<file path="src/rtl/dslope_pkg.sv">
package dslope_pkg;
  localparam int PH_AZ   = 0;
  localparam int PH_INT  = 1;
  localparam int PH_DINT = 2;
  localparam int PH_IZ   = 3;
  localparam int N_PHASE = 4;

  typedef logic [N_PHASE-1:0] phase_vec_t;

  function automatic phase_vec_t phase_bit(input int idx);
    phase_vec_t v;
    v = '0;
    v[idx] = 1'b1;
    return v;
  endfunction
endpackage

</file>
<file path="src/rtl/dslope_prescale.sv">
module dslope_prescale #(
  parameter int CLK_DIV = 4
) (
  input  logic clk,
  input  logic clr,
  output logic tick
);
  generate
    if (CLK_DIV <= 1) begin : g_nodiv
      assign tick = 1'b1;
    end else begin : g_div
      localparam int W = $clog2(CLK_DIV);
      localparam logic [W-1:0] LAST = W'(CLK_DIV - 1);
      logic [W-1:0] cnt_q;

      always_ff @(posedge clk) begin
        if (clr)               cnt_q <= '0;
        else if (cnt_q == LAST) cnt_q <= '0;
        else                    cnt_q <= cnt_q + 1'b1;
      end

      assign tick = (cnt_q == LAST);

      // the divider never leaves its range, and ticks never come back to back
      p_div_range_r2: assert property (@(posedge clk) disable iff (clr)
        cnt_q <= LAST);
      p_tick_gap_r2: assert property (@(posedge clk) disable iff (clr)
        tick |=> !tick);
    end
  endgenerate
endmodule

</file>
<file path="src/rtl/dslope_fsm.sv">
module dslope_fsm
  import dslope_pkg::*;
#(
  parameter int LOAD_W     = 8,
  parameter int UNIT_TICKS = 256,
  parameter int IZ_TICKS   = 256,
  parameter int RES_W      = LOAD_W + 1 + $clog2(UNIT_TICKS) + 1
) (
  input  logic             clk,
  input  logic             rst,
  input  logic             tick,
  input  logic [LOAD_W-1:0] load_val,
  input  logic             load_stb,
  input  logic             cmp_in,
  output phase_vec_t       phase,
  output logic             publish,
  output logic [RES_W-1:0] pend_cnt,
  output logic             pend_ovr,
  output logic             sign_cap
);
  localparam int UW = LOAD_W + 1;
  localparam logic [UW-1:0] FULL = {1'b1, {LOAD_W{1'b0}}};
  localparam logic [RES_W-1:0] IZ_LAST = RES_W'(IZ_TICKS - 1);

  phase_vec_t        ph_q;
  logic [LOAD_W-1:0] ld_q;
  logic [RES_W-1:0]  tcnt_q;
  logic              iz_ref_q;

  logic [UW-1:0]     units;
  logic [RES_W-1:0]  len;
  logic [RES_W-1:0]  lim;
  logic              az_int_last;
  logic              crossed;
  logic              at_limit;
  logic              iz_exit;

  // phase length from the load value; 0 wraps to the full range
  assign units       = (ld_q == '0) ? FULL : (FULL - {1'b0, ld_q});
  assign len         = RES_W'(units) * RES_W'(UNIT_TICKS);
  assign lim         = len << 1;
  assign az_int_last = (tcnt_q == len - 1'b1);
  assign crossed     = (cmp_in != sign_cap);
  assign at_limit    = (tcnt_q == lim - 1'b1);
  assign iz_exit     = (cmp_in != iz_ref_q) || (tcnt_q == IZ_LAST);
  assign publish     = !rst && !load_stb && tick && ph_q[PH_IZ] && iz_exit;
  assign phase       = ph_q;

  always_ff @(posedge clk) begin
    if (rst)           ld_q <= '0;
    else if (load_stb) ld_q <= load_val;
  end

  always_ff @(posedge clk) begin
    if (rst || load_stb) begin
      ph_q   <= phase_bit(PH_AZ);
      tcnt_q <= '0;
      if (rst) begin
        sign_cap <= 1'b0;
        pend_cnt <= '0;
        pend_ovr <= 1'b0;
        iz_ref_q <= 1'b0;
      end
    end else if (tick) begin
      if (ph_q[PH_AZ]) begin
        if (az_int_last) begin
          ph_q   <= phase_bit(PH_INT);
          tcnt_q <= '0;
        end else begin
          tcnt_q <= tcnt_q + 1'b1;
        end
      end else if (ph_q[PH_INT]) begin
        if (az_int_last) begin
          ph_q     <= phase_bit(PH_DINT);
          tcnt_q   <= '0;
          sign_cap <= cmp_in;
        end else begin
          tcnt_q <= tcnt_q + 1'b1;
        end
      end else if (ph_q[PH_DINT]) begin
        if (crossed) begin
          ph_q     <= phase_bit(PH_IZ);
          pend_cnt <= tcnt_q;
          pend_ovr <= 1'b0;
          tcnt_q   <= '0;
          iz_ref_q <= cmp_in;
        end else if (at_limit) begin
          ph_q     <= phase_bit(PH_IZ);
          pend_cnt <= lim;
          pend_ovr <= 1'b1;
          tcnt_q   <= '0;
          iz_ref_q <= cmp_in;
        end else begin
          tcnt_q <= tcnt_q + 1'b1;
        end
      end else begin
        if (iz_exit) begin
          ph_q   <= phase_bit(PH_AZ);
          tcnt_q <= '0;
        end else begin
          tcnt_q <= tcnt_q + 1'b1;
        end
      end
    end
  end

  // exactly one phase active
  p_onehot_r1: assert property (@(posedge clk) disable iff (rst)
    $countones(ph_q) == 1);
  // legal successors (a load strobe may always force auto-zero)
  p_after_az_r1: assert property (@(posedge clk) disable iff (rst)
    ph_q[PH_AZ] |=> (ph_q[PH_AZ] || ph_q[PH_INT]));
  p_after_int_r1: assert property (@(posedge clk) disable iff (rst)
    ph_q[PH_INT] |=> (ph_q[PH_INT] || ph_q[PH_DINT] || $past(load_stb)));
  p_after_dint_r1: assert property (@(posedge clk) disable iff (rst)
    ph_q[PH_DINT] |=> (ph_q[PH_DINT] || ph_q[PH_IZ] || $past(load_stb)));
  p_after_iz_r1: assert property (@(posedge clk) disable iff (rst)
    ph_q[PH_IZ] |=> (ph_q[PH_IZ] || ph_q[PH_AZ]));
  // sign is the comparator value on the edge that enters de-integrate
  p_sign_cap_r4: assert property (@(posedge clk) disable iff (rst)
    ($rose(ph_q[PH_DINT]) && !$past(load_stb)) |-> (sign_cap == $past(cmp_in)));
  // the de-integrate count never reaches the limit while running
  p_no_overrun_r6: assert property (@(posedge clk) disable iff (rst || load_stb)
    ph_q[PH_DINT] |-> (tcnt_q < lim));
  // reset parks the sequencer at the start of auto-zero
  p_hold_az_r8: assert property (@(posedge clk)
    rst |=> (ph_q[PH_AZ] && tcnt_q == '0));
endmodule

</file>
<file path="src/rtl/dslope_result.sv">
module dslope_result #(
  parameter int RES_W = 18
) (
  input  logic             clk,
  input  logic             rst,
  input  logic             publish,
  input  logic [RES_W-1:0] cnt_in,
  input  logic             ovr_in,
  input  logic             sign_in,
  output logic [RES_W-1:0] result_q,
  output logic             ovr_q,
  output logic             sign_q,
  output logic             valid_q
);
  always_ff @(posedge clk) begin
    if (rst) begin
      result_q <= '0;
      ovr_q    <= 1'b0;
      sign_q   <= 1'b0;
      valid_q  <= 1'b0;
    end else begin
      valid_q <= publish;
      if (publish) begin
        result_q <= cnt_in;
        ovr_q    <= ovr_in;
        sign_q   <= sign_in;
      end
    end
  end

  // published data changes only with the valid pulse
  p_data_stable_r10: assert property (@(posedge clk) disable iff (rst)
    !valid_q |-> ($stable(result_q) && $stable(ovr_q) && $stable(sign_q)));
  // the valid pulse lasts a single cycle
  p_valid_pulse_r10: assert property (@(posedge clk) disable iff (rst)
    valid_q |=> !valid_q);
endmodule

</file>
<file path="src/rtl/dslope_seq.sv">
module dslope_seq
  import dslope_pkg::*;
#(
  parameter int LOAD_W     = 8,
  parameter int CLK_DIV    = 4,
  parameter int UNIT_TICKS = 256,
  parameter int IZ_TICKS   = 256,
  parameter int RES_W      = LOAD_W + 1 + $clog2(UNIT_TICKS) + 1
) (
  input  logic              clk,
  input  logic              rst,
  input  logic [LOAD_W-1:0] load_val,
  input  logic              load_stb,
  input  logic              cmp_in,
  output logic              sw_az,
  output logic              sw_int,
  output logic              sw_dint,
  output logic              sw_iz,
  output logic              eoc_n,
  output logic              data_valid,
  output logic [RES_W-1:0]  result,
  output logic              sign,
  output logic              ovr
);
  logic             tick;
  phase_vec_t       phase;
  logic             publish;
  logic [RES_W-1:0] pend_cnt;
  logic             pend_ovr;
  logic             sign_cap;

  dslope_prescale #(.CLK_DIV(CLK_DIV)) u_pre (
    .clk  (clk),
    .clr  (rst | load_stb),
    .tick (tick)
  );

  dslope_fsm #(
    .LOAD_W    (LOAD_W),
    .UNIT_TICKS(UNIT_TICKS),
    .IZ_TICKS  (IZ_TICKS),
    .RES_W     (RES_W)
  ) u_fsm (
    .clk      (clk),
    .rst      (rst),
    .tick     (tick),
    .load_val (load_val),
    .load_stb (load_stb),
    .cmp_in   (cmp_in),
    .phase    (phase),
    .publish  (publish),
    .pend_cnt (pend_cnt),
    .pend_ovr (pend_ovr),
    .sign_cap (sign_cap)
  );

  dslope_result #(.RES_W(RES_W)) u_res (
    .clk      (clk),
    .rst      (rst),
    .publish  (publish),
    .cnt_in   (pend_cnt),
    .ovr_in   (pend_ovr),
    .sign_in  (sign_cap),
    .result_q (result),
    .ovr_q    (ovr),
    .sign_q   (sign),
    .valid_q  (data_valid)
  );

  assign sw_az   = phase[PH_AZ];
  assign sw_int  = phase[PH_INT];
  assign sw_dint = phase[PH_DINT];
  assign sw_iz   = phase[PH_IZ];
  assign eoc_n   = ~phase[PH_AZ];

  // end of conversion tracks auto-zero, and data arrives only on its entry
  p_valid_on_az_r10: assert property (@(posedge clk) disable iff (rst)
    data_valid |-> (sw_az && !eoc_n));
endmodule

</file>
<file path="config.mk">
export PLATFORM = sky130hd
export DESIGN_NAME = dslope_seq
export DESIGN_NICKNAME = d
export VERILOG_FILES = /design/src/rtl/dslope_pkg.sv /design/src/rtl/dslope_prescale.sv /design/src/rtl/dslope_fsm.sv /design/src/rtl/dslope_result.sv /design/src/rtl/dslope_seq.sv
export SDC_FILE = /design/constraint.sdc
export NUM_CORES = 1
export LEC_CHECK = 0
export CAP_MARGIN = 20
export CORE_ASPECT_RATIO = 1.4
export CORE_MARGIN = 2
export CORE_UTILIZATION = 30
export DETAILED_ROUTE_END_ITERATION = 16
export GPL_TIMING_DRIVEN = 0
export HOLD_SLACK_MARGIN = 0.15
export RECOVER_POWER = 25
export SETUP_SLACK_MARGIN = 0.2
export SYNTH_ARGS = -nofsm -noshare
export SYNTH_HDL_FRONTEND = slang
export SYNTH_SLANG_ARGS = --single-unit
</file>
<file path="constraint.sdc">
create_clock -name clk -period 3.4 [get_ports clk]
set_input_delay 0.34 -clock clk [delete_from_list [all_inputs] [get_ports clk]]
set_output_delay 0.34 -clock clk [all_outputs]
set_load 0.01 [all_outputs]
</file>
Word-level counts from Yosys, hierarchy flattened
Cells that the tools add are included.
W data, S select, Z words.
{"block": "classes", "n_addsub": 5, "n_bitwise": 2, "n_eq_ne": 12, "magnitude_cmp": 0, "muxes": 44, "div_mod_pow": 0, "mul": 0, "n_shift": 0, "n_reduce_logical": 21}
{"op": "$mux W18", "n": 15}
{"op": "$eq A18 B18 Y1", "n": 2}
{"op": "$mux W4", "n": 8}
{"op": "$mux W1", "n": 20}
{"op": "$add A18 B1 Y18 const B", "n": 1}
{"op": "$eq A18 B8 Y1 const B", "n": 1}
{"op": "$sub A17 B1 Y18 const B", "n": 1}
{"op": "$sub A18 B1 Y18 const B", "n": 1}
{"op": "$ne A2 B2 Y1 const B", "n": 5}
{"op": "$reduce_and A5 Y1", "n": 2}
{"op": "$mux W9", "n": 1}
{"op": "$sub A9 B8 Y9 const A", "n": 1}
{"op": "$logic_not A8 Y1", "n": 1}
{"op": "$reduce_bool A2 Y1", "n": 4}
{"op": "$reduce_and A6 Y1", "n": 1}
{"op": "$ne A5 B5 Y1 const B", "n": 1}
{"op": "$logic_and A1 B1 Y1", "n": 4}
{"op": "$reduce_bool A4 Y1", "n": 1}
{"op": "$reduce_and A3 Y1", "n": 1}
{"op": "$reduce_bool A3 Y1", "n": 1}
{"op": "$add A2 B1 Y2 const B", "n": 1}
{"op": "$eq A2 B2 Y1 const B", "n": 1}
{"op": "$logic_not A1 Y1", "n": 2}
{"op": "$logic_or A1 B1 Y1", "n": 2}
{"op": "other kinds (5)", "n": 6}
{"block": "totals", "out_inout_bits": 26, "input_bits": 12, "wordCells": 99, "ff_bits": 74, "ramBits": 0, "mem_bits_ro": 0, "mem_count": 0, "latchBits": 0}

Depth between registers and ports, before layout
Gate-level depths: netlist (run 1).
{"block": "depth", "word_depth": 11, "mapped_depth": 13}

Modules after synthesis
From an unflattened synthesis (run 1), not the netlist that was laid out.
{"block": "unflattened", "hier_cells": 467, "hier_area_um2": 4336.7}
{"mod": "dslope_fsm", "cells_per_inst": 393, "instances": 1, "area_each_um2": 3490.8, "seq_area_each_um2": 1231.2}
{"mod": "dslope_result", "cells_per_inst": 67, "instances": 1, "area_each_um2": 760.7, "seq_area_each_um2": 420.4}
{"mod": "dslope_prescale", "cells_per_inst": 5, "instances": 1, "area_each_um2": 75.1, "seq_area_each_um2": 40.0}
{"mod": "dslope_seq", "cells_per_inst": 2, "instances": 1, "area_each_um2": 10.0, "seq_area_each_um2": 0.0}

Least setup slack after synthesis (run 1)
OpenSTA, ideal clock, no wires.
{"block": "synth_timing", "kind": "reg-to-reg", "startpoint": "reg u_fsm.ld_q[0]", "endpoint": "reg u_fsm.iz_ref_q (enable)", "t_arrival_ps": 3087, "setup_time_ps": 380, "t_required_ps": 3020, "path_slack_ps": -67, "path_stages_with_launch": 11, "n_path_buf": 0, "cell_sequence": "dfxtp_1 -> inv_1 -> ha_1 -> or4b_4 -> o22ai_4 -> o2111ai_4 -> mux2_4 -> xnor2_2 -> o31ai_2 -> nand4_1 -> nand2b_1"}
{"block": "synth_between", "elab_chain_len": 6, "word_cells_on_any_way": 7, "cone_classes": "2 x add/sub; 1 x eq/ne; 1 x mux; 3 x reduce/logical"}
{"element": "start: declaration", "line_no": "dslope_fsm.sv:26", "text": "logic [LOAD_W-1:0] ld_q;"}
{"element": "start signal: assignment", "line_no": "dslope_fsm.sv:51", "text": "else if (load_stb) ld_q <= load_val;"}
{"element": "$sub A9 B8 Y9 / $logic_not A8 Y1 (equally long branches)", "line_no": "dslope_fsm.sv:39", "text": "assign units = (ld_q == '0) ? FULL : (FULL - {1'b0, ld_q});"}
{"element": "$mux W9 *", "line_no": "dslope_fsm.sv:39"}
{"element": "$sub A18 B1 Y18 *", "line_no": "dslope_fsm.sv:44", "text": "assign at_limit = (tcnt_q == lim - 1'b1);"}
{"element": "$eq A18 B18 Y1 *", "line_no": "dslope_fsm.sv:44"}
{"element": "$reduce_bool A3 Y1 (no line) *"}
{"element": "$reduce_and A6 Y1 (no line) *"}
{"element": "end signal: assignment", "line_no": "dslope_fsm.sv:86", "text": "iz_ref_q <= cmp_in;"}
{"element": "end signal: assignment", "line_no": "dslope_fsm.sv:92", "text": "iz_ref_q <= cmp_in;"}
{"element": "end: declaration", "line_no": "dslope_fsm.sv:28", "text": "logic iz_ref_q;"}
Mark *: on every way between the ends. The rest lies on a longest branch, timed or not.
A chain may end at the register's enable or synchronous reset.

Worst setup path after layout (run 1)
{"block": "layout_timing", "startpoint": "reg u_fsm.ld_q[4]", "endpoint": "reg u_fsm.tcnt_q[6]"}
{"block": "layout_between", "elab_chain_len": 9, "word_cells_on_any_way": 13, "cone_classes": "3 x add/sub; 2 x eq/ne; 7 x mux; 1 x reduce/logical"}
{"element": "$sub A9 B8 Y9 / $logic_not A8 Y1 (equally long branches)", "line_no": "dslope_fsm.sv:39"}
{"element": "$mux W9 *", "line_no": "dslope_fsm.sv:39"}
{"element": "$sub A18 B1 Y18", "line_no": "dslope_fsm.sv:44"}
{"element": "$eq A18 B18 Y1", "line_no": "dslope_fsm.sv:44"}
{"element": "$mux W18", "line_no": "dslope_fsm.sv:87", "text": "end else if (at_limit) begin"}
{"element": "$mux W18", "line_no": "dslope_fsm.sv:81", "text": "if (crossed) begin"}
{"element": "$mux W18", "line_no": "dslope_fsm.sv:80", "text": "end else if (ph_q[PH_DINT]) begin"}
{"element": "$mux W18", "line_no": "dslope_fsm.sv:72", "text": "end else if (ph_q[PH_INT]) begin"}
{"element": "$mux W18 *", "line_no": "dslope_fsm.sv:65", "text": "if (ph_q[PH_AZ]) begin"}
{"element": "end signal: assignment", "line_no": "dslope_fsm.sv:70", "text": "tcnt_q <= tcnt_q + 1'b1;"}
{"element": "end signal: assignment", "line_no": "dslope_fsm.sv:78", "text": "tcnt_q <= tcnt_q + 1'b1;"}
{"element": "end signal: assignment", "line_no": "dslope_fsm.sv:94", "text": "tcnt_q <= tcnt_q + 1'b1;"}
{"element": "end: declaration", "line_no": "dslope_fsm.sv:27", "text": "logic [RES_W-1:0] tcnt_q;"}
Marked as above.

==> out/metrics.csv, run 1 <==
stage,metric,value,unit
route,vias,3580,
status,outcome,"complete, no violations",
cells_and_area,final_cell_mix,"nor2_1, dfxtp_1, mux2i_1",
clock_tree,clk_pin_slew_worst_paths,60,ps
setup_path,critPathTopFamily,compound AO/OA/AOI/OAI gates,
clock_tree,cts_buffers,9,
clock_tree,holdBufCountCts,0,
placement,portBuffers,36,
placement,post-place-cells,657,
die,rows,51,
route,drc,0,
power_and_ir_drop,internal_power,1.65,mW
setup_path,endpoint_kind,register,
setup_path,path_cells,buf_6 > or3_1 > or3_1 > a21oi_2 > xnor3_1 > o2111ai_1 > o31ai_4 > o211a_4 > nor3_2 > buf_4 > a221o_1,
setup_path,crit_required,3630,ps
sta,post-route-min-period,3330,ps
power_and_ir_drop,p_clk_share,42.2,%
logic_synthesis,synth_edf_count,21,
grt,grt_overflow,0,
sta,slew_headroom,46.6,%
logic_synthesis,yosysUniqueCellTypes,67,
power_and_ir_drop,powerDensity,417,mW/mm^2
sta,drv_slew,0,
grt,grt_usage,15.0,%
logic_synthesis,async_reset_ff_share,0,%
sta,final_hold_viol_count,0,
die,start_util,30.4,%
sta,setup_viol,0,
setup_path,worstPathMaxFanout,10,
power_and_ir_drop,swShare,27.9,%
clock_tree,htreeDepth,3,
cells_and_area,nFillCells,1354,
die,coreArea,0.0138,sq mm
placement,gp_congestion,0.879,
grt,grt_pass1_wl,17700,microns
clock_tree,clk_latency,340,ps
power_and_ir_drop,seqPwrFrac,40.9,%
logic_synthesis,yosysWarnings,0,
setup_path,crit_buf_inv,2,
job,drv_cap,0,
logic_synthesis,ys_seq_elements,74,
power_and_ir_drop,peakVddDrop,267,uV
sta,fin_worst_skew,5.34,ps
cells_and_area,layout-drive-gt1-share,20.1,%
logic_synthesis,synth-main-ff-cell,dfxtp_1,
cells_and_area,stdcell_count,698,
logic_synthesis,synth_area,0.00419,sq mm
clock_tree,clock_path_buffers,2,
clock_tree,clock_sinks,74,
route,wl,11000,microns
clock_tree,clock-root-buffer,clkbuf_16,
sta,grt_setup_unrepaired,true,
grt,grt_max_degree,16,
die,dieWidth,104,microns
setup_path,start_kind,register,
die,design.die.area,0.0149,sq mm
power_and_ir_drop,p_switching,639,uW
die,num_io_pins,38,
sta,holdWs,433,ps
sta,fmax,300,MHz
cells_and_area,seqCellArea,0.00170,sq mm
route,drt-wirelength-per-cell,15.8,microns
sta,tightest_slew,800,ps
setup_path,crit_slowest_cell,or3_1,
logic_synthesis,syn_inst,436,
grt,grt_pass1_vias,3529,
route,drtIter0Drc,198,
cells_and_area,multiInputGateArea,0.00252,sq mm
route,avgViaCountPerCell,5.13,
setup_path,crit_top_cell,or3_1,
sta,fin_tns_setup,0,ps
logic_synthesis,syn-num-nets,452,
grt,antenna_found_initial,0,
cells_and_area,fin_nets,524,
setup_path,cpPeakStageDelay,520,ps
route,antenna_left,0,
placement,dp_hpwl,7650,microns
hold_path,hold_path_class,register to register,
power_and_ir_drop,p_leak,2.35,nW
route,first_pass_iters,4,
cells_and_area,layout_commonest_cell,nor2_1,
logic_synthesis,syn_avg_cell_area,9.60,sq um
setup_path,crit_type,register to register,
cells_and_area,num_antenna_cells,0,
clock_tree,cts_tree,built,
power_and_ir_drop,fin_total_pwr,2.29,mW
cells_and_area,syn_to_final_growth,31.2,%
power_and_ir_drop,p_comb_share,16.9,%
sta,min_period_over_period,98.0,%
die,die_h,144,microns
logic_synthesis,ys_seq_area_share,40.4,%
setup_path,worstPathArrival,3560,ps
## power groups by stage
stage,sequential [mW],clock (mW),combinational (mW)
detailed placement,0.958,0,0.322
CTS,0.937,0.979,0.360
global placement,0.957,0,0.319
global route,0.940,1.01,0.419
finish,0.938,0.966,0.387
floorplan,0.954,0,0.250
## cell families after synthesis
group                      after synthesis  share of synthesized area (%)
and+or+nand+nor                        181                           22.6
muxes                                   36                           8.82
xor gates and xnor gates                25                           7.23
buffers and inverters                   40                           4.10
AOI/OAI and AO/OA                       76                           15.6
DFF                                     74                           40.4
adders and majority gates                4                           1.20
## Yosys cell counts, types with 3 or more instances
cell | number | area, sq um
clkbuf_1 | 21 | 78.8
inv_1 | 6 | 22.5
a2111oi_0 | 8 | 70.1
nand2_1 | 28 | 105
or3_1 | 10 | 62.6
and3_1 | 14 | 87.6
nand3_1 | 20 | 100
xnor3_1 | 5 | 113
nor4_1 | 3 | 18.8
and2_1 | 5 | 31.3
o21ai_0 | 5 | 25.0
mux2i_1 | 32 | 320
buf_1 | 3 | 11.3
edfxtp_1 | 21 | 631
a22o_1 | 4 | 35.0
nor2b_1 | 7 | 43.8
xnor2_1 | 10 | 87.6
buf_2 | 8 | 40.0
nand2b_1 | 4 | 25.0
dfxtp_1 | 53 | 1060
nor2_1 | 57 | 214
xor2_1 | 8 | 70.1
mux2_2 | 3 | 33.8
a21oi_1 | 12 | 60.1
o21a_1 | 3 | 22.5
a221o_1 | 6 | 60.1
a21o_1 | 8 | 60.1
ha_1 | 4 | 50.1
or2_2 | 8 | 50.1
o211ai_1 | 3 | 22.5
o2111ai_1 | 4 | 35.0
nor3_1 | 12 | 60.1
## through the flow
| stage | area [sq um] | util, % | setup slack, ps |
|---|---|---|---|
| floorplan | 4200 | - | 235 |
| global placement | 4790 | 34.8 | -345 |
| detailed placement | 4790 | 34.8 | -323 |
| CTS | 5400 | 39.2 | 39.5 |
| global route | 5490 | 39.8 | -40.1 |
| finish | 5490 | 39.8 | 69.4 |
## layout make-up
cell class	instances	area share (%)
Multi-Input combinational cell	325	45.9
Clock buffer	10	4.56
Tap cell	185	4.22
Sequential cell	74	30.9
Inverter	6	0.501
Clock inverter	6	1.00
Timing Repair Buffer	58	9.87
Buffer	34	3.01
## registers in the layout, indices dropped and copies added, names as in the netlist
signal,count
u_fsm.pend_cnt,18
u_fsm.tcnt_q,18
u_res.result_q,18
u_fsm.ld_q,8
u_fsm.phase,4
u_pre.g_div.cnt_q,2
u_fsm.iz_ref_q,1
u_fsm.pend_ovr,1
u_fsm.sign_cap,1
u_res.ovr_q,1
u_res.sign_q,1
u_res.valid_q,1
## final timing paths
kind                                   startpoint                         endpoint  slack, ps  depth (start not counted)
setup reg to reg       u_fsm.ld_q[4]$_SDFFE_PP0P_     u_fsm.tcnt_q[6]$_SDFFE_PP0P_         70                         11
setup / recovery       u_fsm.ld_q[4]$_SDFFE_PP0P_     u_fsm.tcnt_q[6]$_SDFFE_PP0P_         70                         11
hold reg to reg   u_pre.g_div.cnt_q[0]$_SDFF_PP0_  u_pre.g_div.cnt_q[0]$_SDFF_PP0_        430                          1
hold / removal    u_pre.g_div.cnt_q[0]$_SDFF_PP0_  u_pre.g_div.cnt_q[0]$_SDFF_PP0_        430                          1
## metal layers
metal / vias up / global-route usage [%] / share of wire, %
li1: 1747 / - / -
met1: 1724 / 16.0 / 40
met2: 87 / 27.9 / 53
met3: 22 / 3.08 / 3.7
met4: 0 / 7.68 / 3.4
met5: - / 0 / 0
## repair_timing
item                       4_1_cts  5_1_grt
buffers inserted                16        4
gates cloned                     5        0
gates resized for setup         40       14
pin swaps                       10       11
setup endpoints to repair       43       43
Power figures use the tool's default switching activity.
==> inputs of run 2 (changes only) <==
--- a/config.mk
+++ b/config.mk
@@ -12,8 +12,10 @@
 export DETAILED_ROUTE_END_ITERATION = 16
 export GPL_TIMING_DRIVEN = 0
 export HOLD_SLACK_MARGIN = 0.15
+export PLACE_DENSITY = 0.52
 export RECOVER_POWER = 25
 export SETUP_SLACK_MARGIN = 0.2
 export SYNTH_ARGS = -nofsm -noshare
 export SYNTH_HDL_FRONTEND = slang
 export SYNTH_SLANG_ARGS = --single-unit
+export TNS_END_PERCENT = 1
==> out/metrics.csv, run 2 (synthesis gave the netlist of run 1 again) <==
stage,metric,value,unit
power_and_ir_drop,powerDensity,427,mW/mm^2
sta,setup_ws,59.6,ps
sta,drv_slew,0,
route,antenna_left,0,
sta,slew_headroom,46.2,%
cells_and_area,layout_commonest_cell,nor2_1,
setup_path,crit_type,register to register,
sta,grt_setup_unrepaired,true,
cells_and_area,layout-drive-gt1-share,19.6,%
clock_tree,cts_tree,built,
die,die_h,144,microns
die,coreArea,0.0138,sq mm
clock_tree,htreeDepth,3,
clock_tree,clk_latency,340,ps
grt,grt_max_degree,21,
die,num_io_pins,38,
sta,fin_tns_setup,0,ps
die,design.die.area,0.0149,sq mm
cells_and_area,fin_util,39.6,%
clock_tree,holdBufCountCts,0,
sta,fmax,299,MHz
placement,portBuffers,36,
cells_and_area,syn_to_final_growth,30.3,%
grt,grt_overflow,0,
power_and_ir_drop,peakVddDrop,196,uV
grt,grt_usage,15.5,%
route,vias,3513,
setup_path,r2r-end,u_fsm.phase[3]$_SDFFE_PP0P_,
sta,tightest_slew,807,ps
clock_tree,clock_path_buffers,2,
clock_tree,clk_pin_slew_worst_paths,70,ps
clock_tree,clock_sinks,74,
clock_tree,clock-root-buffer,clkbuf_16,
route,avgViaCountPerCell,5.05,
hold_path,min_from,u_pre.g_div.cnt_q[0]$_SDFF_PP0_,
job,drv_cap,0,
setup_path,r2r-start,u_fsm.ld_q[0]$_SDFFE_PP0P_,
grt,grt_pass1_wl,18300,microns
hold_path,hold_path_class,register to register,
status,outcome,"complete, no violations",
die,start_util,30.4,%
route,drt-wirelength-per-cell,16.3,microns
setup_path,start_kind,register,
cells_and_area,fin_nets,522,
setup_path,ff2ff_setup_slack,60,ps
placement,gp_congestion,0.953,
hold_path,min_to,u_pre.g_div.cnt_q[0]$_SDFF_PP0_,
setup_path,reg2regPathDepth,11,
route,first_pass_iters,4,
sta,final_hold_viol_count,0,
sta,fin_worst_skew,8.39,ps
sta,post-route-min-period,3340,ps
setup_path,worstPathArrival,3600,ps
cells_and_area,num_antenna_cells,0,
die,rows,51,
cells_and_area,final_cell_mix,"nor2_1, dfxtp_1, mux2i_1",
hold_path,min_path_cells,1,
sta,setup_viol,0,
sta,min_period_over_period,98.2,%
route,wl,11400,microns
power_and_ir_drop,p_leak,2.32,nW
grt,antenna_found_initial,0,
cells_and_area,largest_registers,"u_fsm.pend_cnt x18, u_fsm.tcnt_q x18, u_res.result_q x18",
setup_path,endpoint_kind,register,
placement,dp_hpwl,8010,microns
route,drc,0,
setup_path,crit_required,3660,ps
placement,dp_slack,-394,ps
setup_path,worstPathMaxFanout,5,
route,drtIter0Drc,142,
clock_tree,cts_buffers,9,
grt,grt_pass1_vias,3464,
die,dieWidth,104,microns
-- run 2: cell count changes in the layout (fill, tap and decap cells not counted), sizes merged --
cell    delta
clkbuf     -1
nand2b     -2
bufinv     +1
-- run 2: how the worst max path moves through the flow --
stage                          startpoint                                to  slack, ps  cells after the start
6_report       u_fsm.ld_q[0]$_SDFFE_PP0P_       u_fsm.phase[3]$_SDFFE_PP0P_         60                     11
3_5_place_dp   u_fsm.ld_q[0]$_SDFFE_PP0P_  u_fsm.pend_cnt[11]$_SDFFCE_PP0P_       -390                     11
3_3_place_gp   u_fsm.ld_q[0]$_SDFFE_PP0P_  u_fsm.pend_cnt[12]$_SDFFCE_PP0P_       -450                     11
4_1_cts        u_fsm.ld_q[1]$_SDFFE_PP0P_      u_fsm.tcnt_q[5]$_SDFFE_PP0P_         20                     12
5_1_grt        u_fsm.ld_q[0]$_SDFFE_PP0P_      u_fsm.tcnt_q[2]$_SDFFE_PP0P_        -40                     13
2_1_floorplan  u_fsm.ld_q[0]$_SDFFE_PP0P_      u_fsm.tcnt_q[2]$_SDFFE_PP0P_        230                     12
-- run 2: report_power, final --
group / switching [mW] / internal (mW) / leakage (nW)
Combinational: 0.224 / 0.174 / 1.54
Clock: 0.413 / 0.581 / 0.145
Sequential: 0.0119 / 0.926 / 0.640
Total: 0.649 / 1.68 / 2.32
-- run 2: metal layers --
layer  up-vias  wire length [microns]  track usage (%)
met1      1686                   4840             18.6
met3        20                    407             2.77
li1       1733                      -                -
met4         0                    275             6.19
met2        74                   5850             27.6
met5         -                      0                0
-- run 2: critical path, stage by stage (launching register included) --
cell      delay, ps
dfxtp_4         370
inv_4            70
ha_4            140
or4b_4          500
nor3_1          480
o21ai_0         140
mux2_2          290
o211ai_1        150
o31ai_4         130
o211a_4         320
or4b_1          500
a31oi_1         160
-- run 2: area by class of cell --
class | count | area (sq um)
Buffer | 34 | 171
Clock buffer | 9 | 225
Clock inverter | 7 | 82.6
Fill cell | 1398 | 8330
Inverter | 6 | 27.5
Multi-Input combinational cell | 323 | 2490
Sequential cell | 74 | 1700
Tap cell | 185 | 231
Timing Repair Buffer | 58 | 531
-- run 2: per-stage QoR --
step                      total power, mW  area [sq um]  cells  hold WS (ps)
after floorplan                      1.20          4200    436           404
after global placement               1.28          4790    657           418
final                                2.33          5460    696           429
after global routing                 2.43          5460    696           448
after detailed placement             1.28          4790    657           420
after CTS                            2.31          5320    689           434
-- run 2: repair_timing --
| item | CTS | global route |
|---|---|---|
| gates resized for setup | 32 | 17 |
| buffers inserted | 15 | 6 |
| cloned | 1 | 1 |
| pin swaps | 11 | 13 |
| endpoints found under the setup margin | 43 | 43 |
==> inputs of run 3 (changes only) <==
--- a/config.mk
+++ b/config.mk
@@ -15,6 +15,7 @@
 export PLACE_DENSITY = 0.52
 export RECOVER_POWER = 25
 export SETUP_SLACK_MARGIN = 0.2
+export SKIP_CTS_REPAIR_TIMING = 1
 export SYNTH_ARGS = -nofsm -noshare
 export SYNTH_HDL_FRONTEND = slang
 export SYNTH_SLANG_ARGS = --single-unit
==> out/metrics.csv, run 3 (synthesis gave the netlist of run 1 again) <==
stage,metric,value,unit
die,num_io_pins,38,
setup_path,ff2ff_setup_slack,-50,ps
clock_tree,cts_buffers,9,
sta,grt_setup_unrepaired,true,
die,start_util,30.4,%
setup_path,start_kind,register,
die,dieWidth,104,microns
cells_and_area,nFillCells,1413,
route,drt-wirelength-per-cell,16.0,microns
grt,grt_max_degree,21,
setup_path,endpoint_kind,register,
cells_and_area,final_cell_mix,"nor2_1, dfxtp_1, mux2i_1",
setup_path,crit_required,3620,ps
route,first_pass_iters,4,
sta,setup_ws,-49.9,ps
setup_path,worstPathArrival,3670,ps
grt,grt_usage,14.9,%
die,rows,51,
placement,placed_area,0.00479,sq mm
clock_tree,htreeDepth,3,
sta,post-route-min-period,3450,ps
sta,fin_worst_skew,7.45,ps
sta,tightest_slew,798,ps
job,drv_cap,0,
route,drtIter0Drc,136,
cells_and_area,layout-drive-gt1-share,15.0,%
clock_tree,clock-root-buffer,clkbuf_16,
hold_path,hold_path_class,register to register,
setup_path,crit_buf_inv,2,
sta,setup_viol,6,
grt,antenna_found_initial,0,
setup_path,worstPathMaxFanout,10,
route,antenna_left,0,
clock_tree,clk_latency,340,ps
sta,min_period_over_period,101,%
setup_path,cpPeakStageDelay,520,ps
power_and_ir_drop,fin_total_pwr,2.28,mW
sta,fmax,290,MHz
cells_and_area,fin_nets,503,
placement,dp_hpwl,8010,microns
clock_tree,cts_tree,built,
route,vias,3365,
sta,slew_headroom,46.8,%
setup_path,path_cells,inv_4 > ha_4 > or4b_4 > o22ai_4 > o2111ai_4 > a32o_1 > a2111o_1 > nor4_4 > and2b_2 > nor3_1 > buf_4 > a221o_1,
grt,grt_pass1_wl,17600,microns
placement,portBuffers,36,
setup_path,critPathTopFamily,compound AO/OA/AOI/OAI gates,
cells_and_area,largest_registers,"u_fsm.pend_cnt x18, u_fsm.tcnt_q x18, u_res.result_q x18",
status,violations,negative setup slack,
status,outcome,"complete, but fails checks",
cells_and_area,layout_commonest_cell,nor2_1,
placement,gp_congestion,0.953,
die,coreArea,0.0138,sq mm
clock_tree,clock_sinks,74,
power_and_ir_drop,p_leak,2.19,nW
route,avgViaCountPerCell,4.97,
setup_path,crit_slowest_cell,or4b_4,
cells_and_area,syn_to_final_growth,24.8,%
grt,grt_pass1_vias,3313,
sta,final_hold_viol_count,0,
route,wl,10800,microns
setup_path,crit_type,register to register,
cells_and_area,num_antenna_cells,0,
power_and_ir_drop,peakVddDrop,196,uV
clock_tree,clock_path_buffers,2,
power_and_ir_drop,powerDensity,436,mW/mm^2
sta,drv_slew,0,
route,drc,0,
die,die_h,144,microns
grt,grt_overflow,0,
clock_tree,clk_pin_slew_worst_paths,60,ps
cells_and_area,fin_area,0.00522,sq mm
die,design.die.area,0.0149,sq mm
==> run 3: final cells by class <==
type | count | area (sq um) | share of cell area [%]
Buffer | 34 | 155 | 2.97
Clock buffer | 9 | 225 | 4.31
Clock inverter | 7 | 82.6 | 1.58
Inverter | 6 | 27.5 | 0.527
Multi-Input combinational cell | 322 | 2410 | 46.2
Sequential cell | 74 | 1700 | 32.5
Tap cell | 185 | 231 | 4.43
Timing Repair Buffer | 40 | 390 | 7.47
==> run 3: path summary, 6_finish.rpt <==
check                                  start                              end  cells after the start
min          u_pre.g_div.cnt_q[0]$_SDFF_PP0_  u_pre.g_div.cnt_q[0]$_SDFF_PP0_                      1
max               u_fsm.ld_q[0]$_SDFFE_PP0P_     u_fsm.tcnt_q[6]$_SDFFE_PP0P_                     12
max reg2reg       u_fsm.ld_q[0]$_SDFFE_PP0P_     u_fsm.tcnt_q[6]$_SDFFE_PP0P_                     12
min reg2reg  u_pre.g_div.cnt_q[0]$_SDFF_PP0_  u_pre.g_div.cnt_q[0]$_SDFF_PP0_                      1
==> run 3: power breakdown <==
part / internal (mW) / switching [mW] / total, mW
Sequential: 0.926 / 0.0127 / 0.939
Combinational: 0.146 / 0.202 / 0.348
Clock: 0.581 / 0.407 / 0.988
Total: 1.65 / 0.622 / 2.28
==> run 3: stage by stage <==
step / instances / hold slack (ps) / setup slack, ps / TNS, ps / util [%]
6_report: 677 / 428 / -49.9 / -231 / 37.9
3_5_place_dp: 657 / 420 / -394 / -13560 / 34.8
3_3_place_gp: 657 / 418 / -450 / -15150 / 34.8
2_1_floorplan: 436 / 404 / 235 / 0 / -
5_1_grt: 677 / 448 / -185 / -3210 / 37.9
4_1_cts: 673 / 434 / -429 / -14870 / 37.0
==> run 3: layer usage <==
metal  global-route usage (%)  vias up  share of wire [%]
li1                         -     1688                  -
met1                     18.4     1608                 44
met2                     25.7       53                 52
met3                     2.63       16                2.4
met4                     6.47        0                2.1
met5                        0        -                  0
